$ cat src/rtl/pwb_pkg.sv
package pwb_pkg;
  localparam int unsigned PWB_DATA_W = 8;

  function automatic int unsigned pwb_tmr_w(input int unsigned cycles);
    return (cycles < 2) ? 1 : $clog2(cycles + 1);
  endfunction
endpackage

$ cat src/rtl/pwb_page_store.sv
module pwb_page_store #(
  parameter int unsigned IDX_W  = 4,
  parameter int unsigned PAGE_W = 3,
  parameter int unsigned DATA_W = 8,
  localparam int unsigned DEPTH = 1 << IDX_W,
  localparam int unsigned ADDR_W = PAGE_W + IDX_W
) (
  input  logic              clk_i,
  input  logic              rst_ni,
  input  logic              load_i,
  input  logic [ADDR_W-1:0] addr_i,
  input  logic              wr_i,
  input  logic [DATA_W-1:0] data_i,
  input  logic              clr_i,
  input  logic [IDX_W-1:0]  rd_idx_i,
  output logic [PAGE_W-1:0] page_o,
  output logic [DATA_W-1:0] rd_data_o,
  output logic [DEPTH-1:0]  valid_o
);
  logic [IDX_W-1:0]  ptr_q;
  logic [PAGE_W-1:0] page_q;
  logic [DATA_W-1:0] data_q [DEPTH];
  logic [DEPTH-1:0]  valid_q;
  logic              store;

  assign store = wr_i && !load_i;

  always_ff @(posedge clk_i or negedge rst_ni) begin
    if (!rst_ni) begin
      ptr_q  <= '0;
      page_q <= '0;
    end else if (load_i) begin
      page_q <= addr_i[ADDR_W-1:IDX_W];
      ptr_q  <= addr_i[IDX_W-1:0];
    end else if (wr_i) begin
      ptr_q  <= ptr_q + 1'b1;  // low bits wrap inside the page
    end
  end

  for (genvar g = 0; g < DEPTH; g++) begin : g_slot
    logic hit;
    assign hit = store && (ptr_q == IDX_W'(g));

    always_ff @(posedge clk_i or negedge rst_ni) begin
      if (!rst_ni)  data_q[g] <= '0;
      else if (hit) data_q[g] <= data_i;
    end

    always_ff @(posedge clk_i or negedge rst_ni) begin
      if (!rst_ni)              valid_q[g] <= 1'b0;
      else if (clr_i || load_i) valid_q[g] <= 1'b0;
      else if (hit)             valid_q[g] <= 1'b1;
    end
  end

  assign page_o    = page_q;
  assign valid_o   = valid_q;
  assign rd_data_o = data_q[rd_idx_i];
endmodule

$ cat src/rtl/pwb_busy_timer.sv
module pwb_busy_timer #(
  parameter int unsigned BUSY_CYCLES = 40,
  parameter int unsigned IDX_W       = 4,
  localparam int unsigned DEPTH = 1 << IDX_W,
  localparam int unsigned TMR_W = pwb_pkg::pwb_tmr_w(BUSY_CYCLES)
) (
  input  logic             clk_i,
  input  logic             rst_ni,
  input  logic             start_i,
  output logic             busy_o,
  output logic             scan_en_o,
  output logic [IDX_W-1:0] scan_idx_o,
  output logic             done_o
);
  logic [TMR_W-1:0] timer_q;
  logic             busy_q;

  assign done_o = busy_q && (timer_q == TMR_W'(BUSY_CYCLES - 1));

  always_ff @(posedge clk_i or negedge rst_ni) begin
    if (!rst_ni) begin
      busy_q  <= 1'b0;
      timer_q <= '0;
    end else if (!busy_q) begin
      if (start_i) begin
        busy_q  <= 1'b1;
        timer_q <= '0;
      end
    end else if (done_o) begin
      busy_q  <= 1'b0;
      timer_q <= '0;
    end else begin
      timer_q <= timer_q + 1'b1;
    end
  end

  // sweep slots during the first DEPTH busy cycles
  assign busy_o     = busy_q;
  assign scan_en_o  = busy_q && (32'(timer_q) < DEPTH);
  assign scan_idx_o = timer_q[IDX_W-1:0];
endmodule

$ cat src/rtl/page_write_buffer.sv
module page_write_buffer #(
  parameter int unsigned ADDR_W      = 7,
  parameter int unsigned IDX_W       = 4,
  parameter int unsigned DATA_W      = pwb_pkg::PWB_DATA_W,
  parameter int unsigned BUSY_CYCLES = 40,
  localparam int unsigned DEPTH  = 1 << IDX_W,
  localparam int unsigned PAGE_W = ADDR_W - IDX_W
) (
  input  logic              clk_i,
  input  logic              rst_ni,
  input  logic              addr_load_i,
  input  logic [ADDR_W-1:0] addr_i,
  input  logic              data_valid_i,
  input  logic [DATA_W-1:0] data_i,
  input  logic              stop_i,
  output logic              busy_o,
  output logic              mem_we_o,
  output logic [ADDR_W-1:0] mem_addr_o,
  output logic [DATA_W-1:0] mem_wdata_o
);
  logic              busy, start, done, scan_en;
  logic [IDX_W-1:0]  scan_idx;
  logic [PAGE_W-1:0] page;
  logic [DATA_W-1:0] rd_data;
  logic [DEPTH-1:0]  valid;

  assign start = stop_i && !busy && (|valid);

  pwb_page_store #(
    .IDX_W (IDX_W),
    .PAGE_W(PAGE_W),
    .DATA_W(DATA_W)
  ) i_store (
    .clk_i    (clk_i),
    .rst_ni   (rst_ni),
    .load_i   (addr_load_i && !busy),
    .addr_i   (addr_i),
    .wr_i     (data_valid_i && !busy),
    .data_i   (data_i),
    .clr_i    (done),
    .rd_idx_i (scan_idx),
    .page_o   (page),
    .rd_data_o(rd_data),
    .valid_o  (valid)
  );

  pwb_busy_timer #(
    .BUSY_CYCLES(BUSY_CYCLES),
    .IDX_W      (IDX_W)
  ) i_timer (
    .clk_i     (clk_i),
    .rst_ni    (rst_ni),
    .start_i   (start),
    .busy_o    (busy),
    .scan_en_o (scan_en),
    .scan_idx_o(scan_idx),
    .done_o    (done)
  );

  assign busy_o      = busy;
  assign mem_we_o    = scan_en && valid[scan_idx];
  assign mem_addr_o  = {page, scan_idx};
  assign mem_wdata_o = rd_data;

  AST_WE_IN_BUSY: assert property (@(posedge clk_i) disable iff (!rst_ni)
    mem_we_o |-> busy_o);
  AST_BUSY_FROM_STOP: assert property (@(posedge clk_i) disable iff (!rst_ni)
    $rose(busy_o) |-> $past(stop_i));
  AST_EMPTY_NO_BUSY: assert property (@(posedge clk_i) disable iff (!rst_ni)
    (stop_i && !busy_o && valid == '0) |=> !busy_o);
  AST_MASK_FROZEN: assert property (@(posedge clk_i) disable iff (!rst_ni)
    (busy_o && !done) |=> $stable(valid));
  AST_WE_ASCENDING: assert property (@(posedge clk_i) disable iff (!rst_ni)
    (mem_we_o && $past(mem_we_o)) |-> mem_addr_o[IDX_W-1:0] > $past(mem_addr_o[IDX_W-1:0]));
  AST_PAGE_HELD: assert property (@(posedge clk_i) disable iff (!rst_ni)
    (busy_o && $past(busy_o)) |-> $stable(mem_addr_o[ADDR_W-1:IDX_W]));
  AST_MASK_CLEARED: assert property (@(posedge clk_i) disable iff (!rst_ni)
    $fell(busy_o) |-> valid == '0);
endmodule

$ cat config.mk
export PLATFORM = sky130hd
export DESIGN_NAME = page_write_buffer
export DESIGN_NICKNAME = d
export VERILOG_FILES = /design/src/rtl/pwb_pkg.sv /design/src/rtl/pwb_page_store.sv /design/src/rtl/pwb_busy_timer.sv /design/src/rtl/page_write_buffer.sv
export SDC_FILE = /design/constraint.sdc
export NUM_CORES = 1
export LEC_CHECK = 0
export ABC_AREA = 1
export BUFFER_PORTS_ARGS = -buffer_cell sky130_fd_sc_hd__buf_2
export CORE_UTILIZATION = 30
export DETAILED_ROUTE_END_ITERATION = 7
export GPL_ROUTABILITY_DRIVEN = 0
export GPL_TIMING_DRIVEN = 0
export PLACE_DENSITY = 0.46
export SLEW_MARGIN = 10
export SYNTH_ARGS = -nofsm -noshare
export SYNTH_HDL_FRONTEND = slang
export SYNTH_HIERARCHICAL = 1
export SYNTH_SLANG_ARGS = --single-unit
$ cat constraint.sdc
create_clock -name clk_i -period 1.5 [get_ports clk_i]
set_input_delay 0.225 -clock clk_i [delete_from_list [all_inputs] [get_ports clk_i]]
set_output_delay 0.225 -clock clk_i [all_outputs]
set_load 0.005 [all_outputs]
==> results.yml, run 1 <==
status:
  status: "complete, but fails checks"
  violations: "negative setup slack"
worst_setup_path:
  r2r-end: "i_store/data_q[103]"
  crit_arrival_ns: 2.00
  r2r_start: "i_timer/busy_o"
  worstSetupStartpointType: "flip-flop"
  ff2ff_path_depth: 12
  critPathMaxFanout: 10
  endpoint_kind: "output port"
  r2r_setup_slack_ns: -0.30
  cp_data_required_time_ns: 1.27
  path_class: "reg -> out"
pwr:
  clock_power_share: 0.179
  p_sw_frac: 0.421
  comb_power_share: 0.543
  seq_power_share: 0.278
  power.leakage_uw: 0.00581
  vdd_ir_drop_max_mv: 0.883
  switching_power_uw: 10400
  cell_internal_pwr_uw: 14300
  powerDensity_nw_per_um2: 1980
global_routing:
  grt_usage: 0.223
  grt_remaining_overflow: 0
  grt_pass1_vias: 7287
  grt_max_degree: 103
  grt_pass1_wl_mm: 44.2
  antenna_found_initial: 0
logic_synthesis:
  synth_top_area_cell: "dfrtp_1"
  ys_warn_count: 6
  syn_inst: 1050
  ys_ff_latch: 158
  synth_top_area_frac: 0.500
  synthesis.nets: 1075
  synth.avg_cell_area_um2: 7.53
  synth_area_leaders: "dfrtp_1 50%, nand2_1 16%, o21ai_0 8.4%"
  ys_types: 31
  seq_area_frac_synth: 0.500
  syn_area_um2: 7910
timing:
  finalSetupViolations: 154
  drv_slew: 0
  hold_viol: 0
  post-route-min-period_ns: 2.22
  maxSlewHeadroom: 0.238
  min_period_over_period: 1.48
  tightest_slew_ns: 1.14
  fin_ws_ns: -0.721
  fmax_mhz: 450
  fin_skew_ns: 0.00811
  tns_ns: -34.95
  rsz0062_at_grt: "yes"
hold_path:
  hold_depth: 3
  worstHoldPathType: "in -> reg"
  hold_start: "addr_i[0]"
  min_to: "i_store/ptr_q[0]"
clock_tree:
  htreeDepth: 4
  clock_sinks: 158
  clkTransAtPathRegs_ns: 0.06
  cts-buffers-inserted: 17
  cts_buffer_depth: 2
  clkLatencyLatePin_ns: 0.42
  cts_tree: "yes"
  cts_root_buf: "clkbuf_16"
place:
  hpwl_mm: 18.1
  dp.cells: 1422
  place_area_um2: 8680
  portBuffers: 36
floorplanning:
  io_pins: 37
  std_cell_rows: 59
  die_w_um: 164
  start_util: 0.304
  die_area_um2: 27000
  die_h_um: 164
  core_area_um2: 26000
drt:
  routedWlPerCell_um: 18.8
  drc: 0
  drt_iter0_markers: 480
  num_vias: 7534
  antenna_left: 0
  wirelength_mm: 29.2
  vias_per_cell: 4.86
  first_pass_iters: 5
cells_and_area:
  final_cells: 1550
  final_common_cell: "nand2_1"
  layout_common_cells: "238 x nand2_1, 153 x inv_1, 153 x dfrtp_1, 80 x nand2_2, 77 x o21ai_2"
  syn_to_final_growth_pct: 57.1
  diodes: 0
  fin_nets: 1228
  drive_above_1_share: 0.435
  design_area_um2: 12400
run:
  drv_cap: 0
[critical path, cell delays in order (launching register included)]
cell and delay [ns]:
dfrtp_2 0.42, buf_6 0.13, clkbuf_16 0.17, buf_12 0.16, buf_12 0.14, nand2_1 0.07
nand3_2 0.10, nand3_2 0.09, nand3_2 0.11, nand2_4 0.08, buf_6 0.09
[timing repair]
| item | CTS | global route |
|---|---|---|
| resized for setup | 409 | 283 |
| buffers inserted | 56 | 21 |
| hold buffers | 4 | 0 |
| endpoints found under the setup margin | 160 | 161 |
| endpoints found under the hold margin | 59 | 0 |
| cloned | 19 | 7 |
| pin swaps | 44 | 58 |
[final cells by class]
class	instances	area, um^2
fill	2523	13600
multi-input combinational	676	4610
sequential	158	3960
timing repair buffer	130	1420
inverter	166	716
buffer	53	708
clock buffer	26	509
tap	335	419
clock inverter	5	78.8
timing repair inverter	1	6.26
[state kept, by name, indices dropped and copies added (netlist names)]
signal           flops
i_store/data_q     128
i_store/page_o       3
i_store/ptr_q        4
i_store/valid_o     16
i_timer/busy_o       1
i_timer/timer_q      6
[stage by stage]
step,total power (uW),hold slack (ns),utilization,setup WS (ns)
after floorplan,12100,-0.0706,-,-0.0145
final,24600,0.0311,0.478,-0.721
after global routing,26300,0.0343,0.478,-0.788
after detailed placement,14900,0.195,0.334,-0.775
after global placement,14900,0.430,0.333,-2.57
after CTS,22500,0.0252,0.439,-0.725
[worst max-delay path by stage]
stage                                  start             endpoint  slack [ns]
after floorplan               i_timer/busy_o  i_store/data_q[126]       -0.01
after global placement                rst_ni   i_timer/timer_q[4]       -2.57
after detailed placement      i_timer/busy_o  i_store/data_q[103]       -0.78
after CTS                 i_timer/timer_q[0]       mem_wdata_o[3]       -0.73
after global routing      i_timer/timer_q[0]       mem_wdata_o[6]       -0.79
final                     i_timer/timer_q[0]       mem_wdata_o[5]       -0.72
[per-layer routing]
metal | up-vias | track usage | part of all wire
met5 | - | 0 | 0
met4 | 0 | 0.0567 | 0.023
met3 | 36 | 0.0362 | 0.043
met2 | 184 | 0.359 | 0.48
met1 | 3712 | 0.313 | 0.46
li1 | 3602 | - | -
[synth_stat cells]
| master | n |
|---|---|
| nand2_1 | 346 |
| inv_1 | 161 |
| dfrtp_1 | 158 |
| o21ai_0 | 132 |
| nand3_1 | 114 |
| clkbuf_1 | 32 |
| nor2_1 | 22 |
| a21oi_1 | 14 |
| buf_2 | 10 |
| nand2_2 | 9 |
| buf_4 | 7 |
| buf_6 | 5 |
| ha_1 | 5 |
| nor2_4 | 4 |
| inv_2 | 3 |
| nand2_4 | 3 |
| nor2_2 | 3 |
| o211ai_1 | 3 |
| xor2_1 | 3 |
| buf_1 | 2 |
| nand4_1 | 2 |
| nor4_1 | 2 |
| o21bai_1 | 2 |
| a21oi_2 | 1 |
| a31oi_1 | 1 |
| clkinv_1 | 1 |
| inv_6 | 1 |
| nor2_8 | 1 |
| nor3_1 | 1 |
| o31ai_1 | 1 |
| or2_2 | 1 |
[kinds of logic (layout without fill, tap and decap cells)]
| logic type | Yosys count | count (layout) | synth area share |
|---|---|---|---|
| buffers and inverters | 222 | 381 | 0.116 |
| AND/OR/NAND/NOR | 508 | 514 | 0.273 |
| adder cells (fa/ha/maj) | 5 | 5 | 0.00791 |
| AO/OA/AOI/OAI | 154 | 154 | 0.100 |
| flip-flops | 158 | 158 | 0.500 |
| XOR/XNOR | 3 | 3 | 0.00332 |
[power groups by stage]
stage                     Clock, uW  Combinational [uW]  Sequential (uW)
after global placement            0                8150             6720
after detailed placement          0                8180             6710
final                          4410               13400             6860
after global routing           4720               14500             7050
after CTS                      4510               11300             6680
after floorplan                   0                5580             6500
(Power assumes the default switching activity.)
==> run 2, diff against run 1 <==
Settings changed: ABC_AREA 1 to 0.
==> run 2 against run 1 <==
Die area decreased by 4.5%. Clock power increased by 12%. Sequential share of layout area increased by 4.9 points. Clock skew about the same. Design area decreased by 13%. The run still ends with negative setup slack left. Sequential power increased by 2%. First-iteration DRC count decreased by 55%. Global-route usage decreased by 4.0 points.
==> results.yml, run 2 <==
global_routing:
  grt_max_degree: 100
  grt_pass1_vias: 5336
  antenna_found_initial: 0
  busiest_layer: "met2"
  grt_usage: 0.183
  met1_usage: 0.240
  use_met2: 0.313
  grt_pass1_wl_mm: 34.3
  use_met3: 0.0276
  grt_remaining_overflow: 0
logic_synthesis:
  synth_top_area_frac: 0.524
  synth_top_flop_cell: "dfrtp_1"
  ys_types: 50
  synthArstFlopShare: 1.00
  synth.avg_cell_area_um2: 15.0
  synthesis.nets: 527
  synth_top_area_cell: "dfrtp_1"
  syn_inst: 502
  seq_area_frac_synth: 0.524
  ys_warn_count: 6
  ys_ff_latch: 158
  synth_most_common_cell: "dfrtp_1"
  synthTopCellsByCount: "158 x dfrtp_1, 129 x mux2_2, 34 x mux4_2"
  syn_area_um2: 7550
  synth_area_leaders: "dfrtp_1 52%, mux2_2 19%, mux4_2 10%"
  synth_enable_flop_cells: 0
drt:
  routedWlPerCell_um: 22.8
  first_pass_iters: 4
  num_vias: 4839
  vias_per_cell: 4.96
  wirelength_mm: 22.3
  drc: 0
  antenna_left: 0
  drt_iter0_markers: 217
cells_and_area:
  diodes: 0
  largest_register_ffs: 128
  syn_to_final_growth_pct: 42.7
  drive_above_1_share: 0.621
  final_common_cell: "dfrtp_1"
  top_register: "i_store/data_q"
  regArea_um2: 3960
  layout_common_cells: "154 x dfrtp_1, 117 x mux2_4, 45 x buf_6, 34 x mux4_2, 34 x buf_2"
  final_cells: 976
  fin_nets: 664
  nFillCells: 2214
  multi_input_area_um2: 4090
clock_tree:
  cts_buffer_depth: 2
  clkLatencyLatePin_ns: 0.42
  cts-buffers-inserted: 17
  clock_sinks: 158
  clkTransAtPathRegs_ns: 0.07
  htreeDepth: 4
  cts_tree: "yes"
  cts_root_buf: "clkbuf_16"
worst_setup_path:
  r2r-end: "i_store/data_q[104]"
  cp_data_required_time_ns: 1.27
  r2r_start: "i_timer/busy_o"
  worstSetupStartpointType: "flip-flop"
  crit_buf_inv: 4
  crit_top_cell: "buf_12"
  crit_chain: "buf_6, buf_12, buf_12, mux4_2, a22oi_2, nand2_1, buf_2"
  path_delay_family: "buffers and inverters"
  path_class: "reg -> out"
  cpMaxStageDelayCell: "mux4_2"
  endpoint_kind: "output port"
  crit_arrival_ns: 2.16
  critPathMaxFanout: 8
  critPathMaxStageDelay_ns: 0.52
  ff2ff_path_depth: 9
  r2r_setup_slack_ns: -0.55
place:
  portBuffers: 36
  hpwl_mm: 12.2
  dp.cells: 863
  place_ws_ns: -1.08
hold_path:
  hold_depth: 3
  hold_start: "addr_i[2]"
  worstHoldPathType: "in -> reg"
  min_to: "i_store/ptr_q[2]"
timing:
  finalSetupViolations: 158
  drv_slew: 0
  rsz0062_at_grt: "yes"
  post-route-min-period_ns: 2.38
  maxSlewHeadroom: 0.631
  hold_viol: 0
  min_period_over_period: 1.59
  fmax_mhz: 420
  fin_skew_ns: 0.00794
  fin_ws_ns: -0.882
  tightest_slew_ns: 0.554
pwr:
  vdd_ir_drop_max_mv: 0.829
  power_uw: 20700
  powerDensity_nw_per_um2: 1920
  power.leakage_uw: 0.00503
floorplanning:
  io_pins: 37
  core_area_um2: 24500
  start_util: 0.308
  std_cell_rows: 57
  die_w_um: 161
  die_h_um: 161
  die_area_um2: 25800
status:
  status: "complete, but fails checks"
  violations: "negative setup slack"
run:
  drv_cap: 0
-- run 2: cell count changes in the layout (fill, tap and decap cells not counted), moves of 44 or more --
cell	before	now
nand2_1	238	16
o21ai_1	50	6
mux2_4	0	117
nand3_2	63	0
nand2_2	80	4
o21ai_2	77	1
inv_1	153	6
-- run 2: metrics by stage --
stage          TNS (ns)  cell area [um^2]  utilization  hold WS [ns]
2_1_floorplan    -27.35              7820            -       -0.0706
3_3_place_gp    -436.96              8400        0.343         0.433
3_5_place_dp     -93.53              8440        0.344         0.186
4_1_cts          -59.91             10500        0.430       0.00866
5_1_grt          -74.48             10800        0.439        0.0217
6_report         -65.57             10800        0.439        0.0279
-- run 2: what timing repair did --
item | in CTS | in global routing
gates resized for setup | 150 | 57
cloned | 7 | 1
buffers inserted | 65 | 20
endpoints found under the hold margin | 59 | 0
hold buffers | 1 | 0
pin swaps | 36 | 33
setup endpoints to repair | 162 | 168
-- run 2: cells by family (layout without fill, tap and decap cells) --
group                    Yosys count  count (layout)  synth area share
multiplexers                     172             172             0.306
flip-flops                       158             158             0.524
AND/OR/NAND/NOR                   78              79            0.0853
AO/OA/AOI/OAI                     48              48            0.0461
buffers and inverters             37             186            0.0258
adder cells (fa/ha/maj)            5               5           0.00829
XOR/XNOR                           4               4           0.00464
-- run 2: worst register-to-register path, cell delays in order (launching register included) --
cell	delay, ns
dfrtp_2	0.46
nor2b_2	0.15
buf_6	0.11
buf_6	0.11
buf_12	0.12
nand2_8	0.05
nor4_4	0.29
buf_4	0.19
clkbuf_16	0.15
mux2_4	0.29
-- run 2: worst max-delay path by stage --
stage,to,from,cells past startpoint
6_report,mem_wdata_o[5],i_timer/timer_q[0],7
5_1_grt,mem_wdata_o[5],i_timer/timer_q[0],7
4_1_cts,mem_wdata_o[3],i_timer/timer_q[0],8
3_5_place_dp,mem_wdata_o[5],i_timer/timer_q[1],6
3_3_place_gp,i_store/data_q[86],rst_ni,1
2_1_floorplan,i_store/data_q[88],i_timer/busy_o,5
-- run 2: final cells by class --
| cell class | count | area share |
|---|---|---|
| repair buffers | 120 | 0.125 |
| clock buffers | 18 | 0.0408 |
| inverters | 6 | 0.00209 |
| flip-flops and latches | 158 | 0.368 |
| plain buffers | 28 | 0.0246 |
| well taps | 324 | 0.0376 |
| clock inverters | 14 | 0.0222 |
| multi-input cells | 308 | 0.380 |
-- run 2: power by group --
part | internal (uW) | switching [uW]
Sequential | 5890 | 1090
Clock | 3170 | 1780
Combinational | 5210 | 3580
Total | 14300 | 6450
-- run 2: metal layers --
| layer | routed length (um) | vias to the layer above | share of wire |
|---|---|---|---|
| li1 | - | 2136 | - |
| met1 | 10100 | 2603 | 0.45 |
| met2 | 11300 | 71 | 0.51 |
| met3 | 422 | 29 | 0.019 |
| met4 | 399 | 0 | 0.018 |
| met5 | 0 | - | 0 |
